<file path="src/rtl/irqt_pkg.sv">
package irqt_pkg;
  typedef enum logic [1:0] {
    SRC_M2   = 2'd0,
    SRC_DIV  = 2'd1,
    SRC_EDGE = 2'd2,
    SRC_OFF  = 2'd3
  } tick_src_e;
endpackage

</file>
<file path="src/rtl/irqt_prescale.sv">
// Free-running divider of the M2 pulse train, restarted by a load write.
module irqt_prescale #(
  parameter int PRE_W = 4
) (
  input  logic clk,
  input  logic rst_n,
  input  logic restart,
  input  logic m2_pulse,
  output logic div_tick
);
  generate
    if (PRE_W == 0) begin : g_bypass
      assign div_tick = m2_pulse;
    end else begin : g_div
      localparam logic [PRE_W-1:0] LAST = '1;
      logic [PRE_W-1:0] phase;

      always_ff @(posedge clk) begin
        if (!rst_n) begin
          phase <= '0;
        end else if (restart) begin
          phase <= '0;
        end else if (m2_pulse) begin
          phase <= phase + 1'b1;
        end
      end

      assign div_tick = m2_pulse && (phase == LAST) && !restart;
    end
  endgenerate
endmodule

</file>
<file path="src/rtl/irqt_edge_sync.sv">
// Synchronizes an asynchronous line and flags each rising edge for one cycle.
module irqt_edge_sync #(
  parameter int STAGES = 2
) (
  input  logic clk,
  input  logic rst_n,
  input  logic line_in,
  output logic rise
);
  localparam int SH_W = STAGES + 1;
  logic [SH_W-1:0] sh;

  always_ff @(posedge clk) begin
    if (!rst_n) begin
      sh <= '0;
    end else begin
      sh <= {sh[SH_W-2:0], line_in};
    end
  end

  assign rise = sh[STAGES-1] && !sh[STAGES];
endmodule

</file>
<file path="src/rtl/irqt_counter.sv">
// Loadable wrapping up-counter with enable flag and terminal-count request.
module irqt_counter #(
  parameter int CNT_W = 8
) (
  input  logic             clk,
  input  logic             rst_n,
  input  logic             load,
  input  logic [CNT_W-1:0] load_val,
  input  logic             en_wr,
  input  logic             en_val,
  input  logic             tick,
  output logic [CNT_W-1:0] count,
  output logic             enable,
  output logic             at_term
);
  localparam logic [CNT_W-1:0] TERM = '1;

  always_ff @(posedge clk) begin
    if (!rst_n) begin
      count <= '0;
    end else if (load) begin
      count <= load_val;
    end else if (enable && tick) begin
      count <= count + 1'b1;
    end
  end

  always_ff @(posedge clk) begin
    if (!rst_n) begin
      enable <= 1'b0;
    end else if (en_wr) begin
      enable <= en_val;
    end
  end

  assign at_term = enable && (count == TERM);
endmodule

</file>
<file path="src/rtl/irq_up_timer.sv">
module irq_up_timer #(
  parameter int              ADDR_W    = 16,
  parameter int              DATA_W    = 8,
  parameter int              PRE_W     = 4,
  parameter int              SYNC_N    = 2,
  parameter logic [15:0]     LOAD_ADDR = 16'hE000,
  parameter logic [15:0]     ENA_ADDR  = 16'hE001
) (
  input  logic              clk,
  input  logic              rst_n,
  input  logic              bus_we,
  input  logic [ADDR_W-1:0] bus_addr,
  input  logic [DATA_W-1:0] bus_data,
  input  logic              m2_pulse,
  input  logic              ppu_line,
  input  logic [1:0]        src_sel,
  output logic              irq_n
);
  import irqt_pkg::*;

  localparam logic [ADDR_W-1:0] LD_A = LOAD_ADDR[ADDR_W-1:0];
  localparam logic [ADDR_W-1:0] EN_A = ENA_ADDR[ADDR_W-1:0];

  logic              ld_hit;
  logic              en_hit;
  logic              div_tick;
  logic              edge_tick;
  logic              tick;
  logic [DATA_W-1:0] count;
  logic              enable;
  logic              at_term;
  tick_src_e         src;

  assign ld_hit = bus_we && (bus_addr == LD_A);
  assign en_hit = bus_we && (bus_addr == EN_A);
  assign src    = tick_src_e'(src_sel);

  irqt_prescale #(.PRE_W(PRE_W)) u_pre (
    .clk      (clk),
    .rst_n    (rst_n),
    .restart  (ld_hit),
    .m2_pulse (m2_pulse),
    .div_tick (div_tick)
  );

  irqt_edge_sync #(.STAGES(SYNC_N)) u_sync (
    .clk     (clk),
    .rst_n   (rst_n),
    .line_in (ppu_line),
    .rise    (edge_tick)
  );

  always_comb begin
    unique case (src)
      SRC_M2:   tick = m2_pulse;
      SRC_DIV:  tick = div_tick;
      SRC_EDGE: tick = edge_tick;
      default:  tick = 1'b0;
    endcase
  end

  irqt_counter #(.CNT_W(DATA_W)) u_cnt (
    .clk      (clk),
    .rst_n    (rst_n),
    .load     (ld_hit),
    .load_val (bus_data),
    .en_wr    (en_hit),
    .en_val   (bus_data[0]),
    .tick     (tick),
    .count    (count),
    .enable   (enable),
    .at_term  (at_term)
  );

  assign irq_n = !at_term;
endmodule

</file>
<file path="config.mk">
export PLATFORM = sky130hd
export DESIGN_NAME = irq_up_timer
export DESIGN_NICKNAME = d
export VERILOG_FILES = /design/src/rtl/irqt_pkg.sv /design/src/rtl/irqt_prescale.sv /design/src/rtl/irqt_edge_sync.sv /design/src/rtl/irqt_counter.sv /design/src/rtl/irq_up_timer.sv
export SDC_FILE = /design/constraint.sdc
export NUM_CORES = 1
export LEC_CHECK = 0
export BUFFER_PORTS_ARGS = -buffer_cell sky130_fd_sc_hd__buf_2
export CAP_MARGIN = 15
export CELL_PAD_IN_SITES_DETAIL_PLACEMENT = 2
export CELL_PAD_IN_SITES_GLOBAL_PLACEMENT = 2
export CORE_MARGIN = 4
export CORE_UTILIZATION = 29
export CTS_CLUSTER_SIZE = 30
export DETAILED_ROUTE_END_ITERATION = 6
export PLACE_DENSITY = 0.78
export SLEW_MARGIN = 10
export SYNTH_ARGS = -nofsm -noshare
export SYNTH_HDL_FRONTEND = slang
export SYNTH_HIERARCHICAL = 1
export SYNTH_SLANG_ARGS = --single-unit
</file>
<file path="constraint.sdc">
create_clock -name clk -period 4.25 [get_ports clk]
set_input_delay 0.85 -clock clk [delete_from_list [all_inputs] [get_ports clk]]
set_output_delay 0.85 -clock clk [all_outputs]
set_load 0.005 [all_outputs]
</file>
==> metrics, run 1 <==
initial antenna violation count 0; vias in the first global route 929; top cells by count, synth dfxtp_1, nor2_1, o21ai_0; share of cells above drive strength 1 32.1%; Detailed Route WL 2540 um; Clk Latency, worst-skew pair 0.29 ns; Antenna Nets Post-Route 0; Crit Path Max Fanout 8; Avg WL per Cell 15.7 um; relative slew slack 46.0%; Ports 32; post-CTS setup buffers 0; Setup crit start bus_addr[5]; Synth Cell Area 881 um2; full die area 3980 um2; HP Class reg -> reg; Final HPWL DP 2060 um; Final Max Slew Viols 0; register area 320 um2; Worst-path clk slew 0.09 ns; core footprint 2830 um2; Synth Flop Type dfxtp_1; transition time of the tightest slew-check pin 0.802 ns; Die Wd 63.1 um; # DRC 0; # hold bufs at CTS 0; Hold Path Stages 1; FF-to-FF path depth 8; leading area contributor after synthesis dfxtp_1; clock tree buffer depth 2; initial drt markers 4; Port Buffers 31; footprint of the multi-input gates 526 um2; Die Y 63.1 um; LEAKAGE 0.000422 uW; FF+latch count, synth 16; Yosys warning total 6; TritonCTS Buffers 3; post-synth top area share 36.4%; ys async rst share 0%; GPL Wtd Cong 0.699; area grow syn2layout 22.7%; reg2reg start u_pre/g_div.phase[0]$_SDFFE_PP0P_; # clock sinks 16; Layout Nets 166; max capacitance violation total 0; count of mapped cells out of synthesis 100; post-synth cell types 35; RSZ-0062 raised after global routing false; clk root buf clkbuf_4; Final Hold Fails 0; Initial Util 31.1%; CTS tree built; Period Utilization, post-route 61.6%; outcome completed; via count 879; Min Hold Slack 0.448 ns; most frequent cell after synthesis dfxtp_1; Setup CP Type in -> reg; Clock Skews 0.00391 ns; syn nets 133; FILL cells 337; average cell area after synthesis 8.81 um2; worst vdd ir 189 uV; post_cts resized 0; Finish-stage setup viols 0; Core Rows 19; total gr overflow 0; pwr dens 246 nW/um2; first-pass GRT wire length 4260 um; largest net degree at the start of global routing 16; Critical Path Start Type input pin; number of diodes 0; H-tree depth 1; hold_sp u_sync/sh[0]$_SDFF_PN0_; Overall Global Routing Usage 13.4%; sequential share of the synthesized area 36.4%; DR pass1 iterations 4; number of synthesized flops with an enable pin 0; Max Fclk 0.382 GHz; Area contributors post-synth dfxtp_1, o21ai_0, mux2i_1; Tmin final 2.62 ns; setup TNS 0 ns; CP Capture Type flop; vias per cell 5.43; worst path required time 4.45 ns; Worst EP arrival 2.82 ns; Post-Route Utilization 38.2%
[placed cells by master, fill, tap and decap left out, types with 2 or more instances in the layout]
cell type,instances
o21ai_0,9
dfxtp_1,16
nand2_1,4
clkbuf_4,3
nand4_1,6
and2_1,4
or4_1,2
nor2_1,9
nand3_1,4
inv_1,5
mux2i_1,4
a31oi_1,5
buf_2,31
a21oi_1,2
nand3b_1,3
xor2_1,2
o211ai_1,2
nor4_2,2
or3_1,2
ha_1,2
[area by class of cell]
class	instances	area share [%]
flip-flops and latches	16	29.6
repair buffers	31	14.4
inverters	5	1.74
multi-input cells	76	48.6
well taps	31	3.59
clock buffers	3	2.08
[report_power, final]
group	total, uW	internal, uW	switching, uW
clock network	80.5	33.0	47.5
logic	29.9	16.6	13.2
registers	155	153	2.28
[through the flow]
stage               total power [uW]  instance area [um2]  instances  setup slack (ns)
floorplan                        170                  881        100              1.81
global placement                 187                 1060        159              1.50
detailed placement               189                 1060        159              1.37
CTS                              270                 1080        162              1.64
global route                     283                 1080        162              1.47
finish                           266                 1080        162              1.63
[metal layers]
layer,GRT usage (%),part of all wire (%)
met1,15.2,42
met2,24.6,54
met3,4.09,3.0
met4,2.48,0.47
met5,0,0
[sequential cells by signal, summed over array words and instances, names as in the netlist]
register and flops:
u_pre/g_div.phase 4, u_sync/sh 3, u_cnt/count 8, u_cnt/enable 1
[kinds of logic after synthesis]
kind of cell | synth area share (%)
simple gates | 33.9
compound gates | 15.3
flops | 36.4
buf+inv | 3.98
mux | 4.55
xor+xnor | 2.98
fa+ha+maj | 2.84
[critical path: stages]
cell	delay, ns
buf_2	0.10
nor4b_2	0.26
nand4_1	0.15
nor2_1	0.37
nor2_1	0.11
nand3b_1	0.09
o21ai_0	0.29
nand2_1	0.24
nand2_1	0.08
a311oi_1	0.26
[path summary, 6_finish.rpt]
check / slack (ns) / endpoint
worst max-delay path: 1.63 / u_cnt/count[1]$_SDFFE_PN0P_
worst min-delay path: 0.45 / u_sync/sh[1]$_SDFF_PN0_
worst max register to register: 2.12 / u_cnt/count[5]$_SDFFE_PN0P_
worst min register to register: 0.45 / u_sync/sh[1]$_SDFF_PN0_
Power figures use the tool's default switching activity.
==> inputs of run 2 (changes only) <==
--- a/config.mk
+++ b/config.mk
@@ -10,10 +10,10 @@
 export CELL_PAD_IN_SITES_DETAIL_PLACEMENT = 2
 export CELL_PAD_IN_SITES_GLOBAL_PLACEMENT = 2
 export CORE_MARGIN = 4
-export CORE_UTILIZATION = 29
+export CORE_UTILIZATION = 24
 export CTS_CLUSTER_SIZE = 30
 export DETAILED_ROUTE_END_ITERATION = 6
-export PLACE_DENSITY = 0.78
+export PLACE_DENSITY = 0.68
 export SLEW_MARGIN = 10
 export SYNTH_ARGS = -nofsm -noshare
 export SYNTH_HDL_FRONTEND = slang
==> constraint.sdc (replaced) <==
create_clock -name clk -period 2.2 [get_ports clk]
set_input_delay 0.44 -clock clk [delete_from_list [all_inputs] [get_ports clk]]
set_output_delay 0.44 -clock clk [all_outputs]
set_load 0.005 [all_outputs]
==> run 2 against run 1 <==
- final area is 6.1% higher
- utilization is 4.9 points lower
- critical path depth is 1 lower
- routed wire length is 9.3% higher
- cell count is 11% higher
- first-iteration DRC count grew to 8.5 times the previous value
- setup slack worse by 1.4 ns
- critical endpoint is now u_cnt/count[5]$_SDFFE_PN0P_
==> metrics, run 2 (synthesis results as in run 1) <==
outcome completed; slowest stage cell, crit path or4_1; CP Capture Type flop; CTS tree built; share of cells above drive strength 1 33.6%; Clock Skews 0.00380 ns; GPL Wtd Cong 0.689; most frequent cells in the layout buf_2, dfxtp_1, o21ai_0, nor2_1, nand4_1; relative slew slack 69.5%; worst path required time 2.39 ns; Min Hold Slack 0.383 ns; Final Max Slew Viols 0; critical-path cell list ha_1 > nand4_1 > nor2_1 > nand3b_1 > o21ai_0 > buf_4 > nand3_2 > or4_1 > a31oi_1; vias in the first global route 974; Largest regs u_cnt/count x8, u_pre/g_div.phase x4, u_sync/sh x3; Layout Nets 168; Reg2Reg Setup Slack 0.24 ns; Die Y 68.6 um; first-pass GRT wire length 4650 um; transition time of the tightest slew-check pin 0.457 ns; vias per cell 4.98; Overall Global Routing Usage 13.3%; Ports 32; Setup CP Type reg -> reg; WHS Endpoint u_sync/sh[0]$_SDFF_PN0_; Max Fclk 0.509 GHz; Avg WL per Cell 15.4 um; largest net degree at the start of global routing 16; Core Rows 21; area grow syn2layout 30.3%; clk root buf clkbuf_8; LEAKAGE 0.000448 uW; Initial Util 25.6%; pwr dens 546 nW/um2; # DRC 0; Critical R2R Capture u_cnt/count[5]$_SDFFE_PN0P_; post_cts resized 0; DR pass1 iterations 4; max capacitance violation total 0; design area 1150 um2; Final Hold Fails 0; post-CTS setup buffers 0; RSZ-0062 raised after global routing false; via count 897; crit-path max cell delay 0.49 ns; Worst-path clk slew 0.07 ns; Post-Route Utilization 33.3%; number of flip-flops in the largest register 8; # hold bufs at CTS 0; Finish-stage setup viols 0; Most flops, register u_cnt/count; commonest non-fill, non-tap cell in the layout buf_2; setup TNS 0 ns; Port Buffers 31; Clk Latency, worst-skew pair 0.25 ns; Detailed Route WL 2780 um; hold_sp ppu_line; Crit Path Max Fanout 7; Final HPWL DP 2240 um; Die Wd 68.6 um; reg2reg start u_pre/g_div.phase[0]$_SDFFE_PP0P_; TritonCTS Buffers 3; initial drt markers 34; HP Class in -> reg; Worst EP arrival 2.15 ns; FILL cells 420; Hold Path Stages 2; total gr overflow 0; placed cell areas 1090 um2; Period Utilization, post-route 89.2%; H-tree depth 1; # clock sinks 16; Tmin final 1.96 ns; FF-to-FF path depth 9; Critical Path Start Type flop; worst vdd ir 168 uV; clock tree buffer depth 2; initial antenna violation count 0; Antenna Nets Post-Route 0; full die area 4700 um2; core footprint 3440 um2; number of diodes 0
run 2: layout make-up:
class	instances	area (um2)	area share, %
Sequential cell	16	320	27.9
Inverter	5	18.8	1.64
Clock buffer	4	55.1	4.80
Multi-Input combinational cell	76	526	45.8
Timing Repair Buffer	33	170	14.8
Tap cell	46	57.6	5.02
run 2: report_power, final:
| part | switching (uW) | internal (uW) |
|---|---|---|
| sequential | 4.36 | 296 |
| combinational | 27.3 | 33.5 |
| clock | 107 | 159 |
| total | 139 | 488 |
run 2: how the worst max path moves through the flow:
stage                                                  from                          end  slack, ns  cells past startpoint
after floorplan                                bus_addr[15]  u_cnt/count[5]$_SDFFE_PN0P_       0.17                      9
after global routing      u_pre/g_div.phase[0]$_SDFFE_PP0P_  u_cnt/count[5]$_SDFFE_PN0P_       0.04                      9
after CTS                 u_pre/g_div.phase[0]$_SDFFE_PP0P_  u_cnt/count[5]$_SDFFE_PN0P_       0.21                      9
final                     u_pre/g_div.phase[0]$_SDFFE_PP0P_  u_cnt/count[5]$_SDFFE_PN0P_       0.24                      9
after detailed placement                       bus_addr[15]  u_cnt/count[5]$_SDFFE_PN0P_     0.0001                     11
after global placement                         bus_addr[15]  u_cnt/count[5]$_SDFFE_PN0P_       0.09                     11
run 2: worst max-delay path, delay by kind of cell, from the launching register on:
| kind | cells | cell delay (ns) |
|---|---|---|
| AO/OA/AOI/OAI | 2 | 0.23 |
| adder cells (fa/ha/maj) | 1 | 0.22 |
| buffers and inverters | 1 | 0.17 |
| flip-flops | 1 | 0.37 |
| AND/OR/NAND/NOR | 5 | 0.90 |
run 2: metal layers:
metal | global-route usage [%] | up-vias | share of wire [%]
met5 | 0 | - | 0
met2 | 23.6 | 14 | 51
met1 | 15.8 | 440 | 44
met3 | 1.46 | 4 | 2.0
met4 | 5.96 | 0 | 2.1
li1 | - | 439 | -
run 2: stage by stage:
step,setup slack [ns],cells,power [uW]
2_1_floorplan,0.173,100,329
3_3_place_gp,0.0855,176,364
3_5_place_dp,0.000136,176,369
4_1_cts,0.205,180,635
5_1_grt,0.0398,180,659
6_report,0.237,180,627
==> inputs of run 3 (changes only) <==
--- a/config.mk
+++ b/config.mk
@@ -7,13 +7,12 @@
 export LEC_CHECK = 0
 export BUFFER_PORTS_ARGS = -buffer_cell sky130_fd_sc_hd__buf_2
 export CAP_MARGIN = 15
-export CELL_PAD_IN_SITES_DETAIL_PLACEMENT = 2
-export CELL_PAD_IN_SITES_GLOBAL_PLACEMENT = 2
+export CORE_ASPECT_RATIO = 1.25
 export CORE_MARGIN = 4
-export CORE_UTILIZATION = 24
+export CORE_UTILIZATION = 43
 export CTS_CLUSTER_SIZE = 30
 export DETAILED_ROUTE_END_ITERATION = 6
-export PLACE_DENSITY = 0.68
+export PLACE_DENSITY = 0.7
 export SLEW_MARGIN = 10
 export SYNTH_ARGS = -nofsm -noshare
 export SYNTH_HDL_FRONTEND = slang
==> run 3 against run 2 <==
- largest power group unchanged
- critical path type unchanged
- first-iteration DRC count down 50%
- register-to-register slack better by 0.02 ns
- critical endpoint unchanged
- critical path depth down 1
- utilization up 22 points
- clock power down 26%
- clock skew down 0.0024 ns
- global-route usage up 1.7 points
- die area down 40%
- combinational power down 5.3%
- final area down 4.8%
- routed wire length down 27%
==> metrics, run 3 (synthesis results as in run 1) <==
outcome completed; worst vdd ir 354 uV; Most flops, register u_cnt/count; number of diodes 0; Clock Skews 0.00137 ns; total gr overflow 0; core footprint 1960 um2; Critical Path Start Type flop; clk root buf clkbuf_4; relative slew slack 72.4%; Max Fclk 0.516 GHz; Finish-stage setup viols 0; full die area 2840 um2; max capacitance violation total 0; largest net degree at the start of global routing 16; Core Rows 18; vias per cell 5.55; Antenna Nets Post-Route 0; LEAKAGE 0.000437 uW; Port Buffers 31; # clock sinks 16; worst path required time 2.42 ns; share of cells above drive strength 1 33.8%; Overall Global Routing Usage 14.9%; number of flip-flops in the largest register 8; H-tree depth 1; # DRC 0; Die Y 58.6 um; slowest stage cell, crit path or4_1; via count 849; cell family with most CP delay simple AND/OR/NAND/NOR gates; Reg2Reg Setup Slack 0.26 ns; Worst-path clk slew 0.09 ns; first-pass GRT wire length 3450 um; initial drt markers 17; Flop pwr share 54.0%; Ports 32; Clk Latency, worst-skew pair 0.29 ns; CP Capture Type flop; DR pass1 iterations 4; initial antenna violation count 0; switching portion of total power 22.7%; Initial Util 45.0%; RSZ-0062 raised after global routing false; Final Max Slew Viols 0; Tmin final 1.94 ns; pwr dens 509 nW/um2; Crit Path Max Fanout 7; area grow syn2layout 24.0%; Period Utilization, post-route 88.2%; Layout Nets 167; Worst EP arrival 2.16 ns; clock network fraction of total power 35.6%; Power, Total 555 uW; Die Wd 48.5 um; transition time of the tightest slew-check pin 0.414 ns; commonest non-fill, non-tap cell in the layout buf_2; CTS tree built; setup TNS 0 ns; TritonCTS Buffers 3; most frequent cells in the layout buf_2, dfxtp_1, nor2_1, o21ai_0, nand4_1; GPL Wtd Cong 0.714; critical-path cell list ha_1 > nand4_1 > nor2_1 > nand3b_1 > o21ai_2 > nand3_2 > or4_1 > a31oi_1; Largest regs u_cnt/count x8, u_pre/g_div.phase x4, u_sync/sh x3; Final HPWL DP 1580 um; Detailed Route WL 2030 um; crit-path max cell delay 0.49 ns; Bufs and invs on worst path 0; Avg WL per Cell 13.3 um; Final Hold Fails 0; P_int 429 uW; combinational share of power 10.4%; vias in the first global route 826; switching pwr 126 uW; clock tree buffer depth 2; Setup CP Type reg -> reg; HP Class in -> reg; # hold bufs at CTS 0
-- run 3: cell count changes in the layout (fill, tap and decap cells not counted) --
cell      previous run  this run
buf_4                2         1
o21ai_0              9         8
clkbuf_4             0         3
clkbuf_8             4         1
o21ai_2              0         1
-- run 3: final timing paths --
| check | end | start | cells after the start |
|---|---|---|---|
| max reg2reg | u_cnt/count[5]$_SDFFE_PN0P_ | u_pre/g_div.phase[0]$_SDFFE_PP0P_ | 8 |
| min reg2reg | u_sync/sh[1]$_SDFF_PN0_ | u_sync/sh[0]$_SDFF_PN0_ | 1 |
| min | u_sync/sh[0]$_SDFF_PN0_ | ppu_line | 2 |
| max | u_cnt/count[5]$_SDFFE_PN0P_ | u_pre/g_div.phase[0]$_SDFFE_PP0P_ | 8 |
-- run 3: final cells by class --
cell class | instances | area (um2)
clock buffers | 4 | 36.3
fillers | 193 | 867
inverters | 5 | 18.8
multi-input cells | 76 | 529
flip-flops and latches | 16 | 320
well taps | 20 | 25.0
repair buffers | 32 | 163
-- run 3: power by group through the flow --
stage          Clock [uW]  Sequential (uW)  Combinational, uW
2_1_floorplan           0              306               23.5
6_report              198              300               57.6
3_3_place_gp            0              307               55.0
4_1_cts               205              300               57.0
5_1_grt               219              301               64.2
3_5_place_dp            0              307               56.6
-- run 3: metrics by stage --
step | worst slack [ns] | util, % | hold WS (ns) | instances | cell area, um2
floorplan | 0.173 | - | 0.412 | 100 | 881
global placement | -0.00835 | 53.7 | 0.415 | 149 | 1050
detailed placement | -0.102 | 53.7 | 0.422 | 149 | 1050
CTS | 0.0701 | 55.6 | 0.330 | 153 | 1090
global route | 0.124 | 55.7 | 0.327 | 153 | 1090
finish | 0.260 | 55.7 | 0.337 | 153 | 1090
-- run 3: worst reg2reg max path, cell delays in order (launching register included) --
cell and delay [ns]:
dfxtp_1 0.39, ha_1 0.21, nand4_1 0.11, nor2_1 0.11, nand3b_1 0.10, o21ai_2 0.14
nand3_2 0.15, or4_1 0.49, a31oi_1 0.17
-- run 3: layer usage --
layer | track usage [%] | part of all wire, %
met5 | 0 | 0
met1 | 17.5 | 42
met3 | 3.04 | 4.6
met2 | 26.7 | 51
met4 | 5.77 | 1.7
-- run 3: what timing repair did --
| action | in CTS | in global routing |
|---|---|---|
| setup endpoints to repair | 0 | 4 |
| resized for setup | 0 | 2 |
| buffers inserted | 0 | 0 |
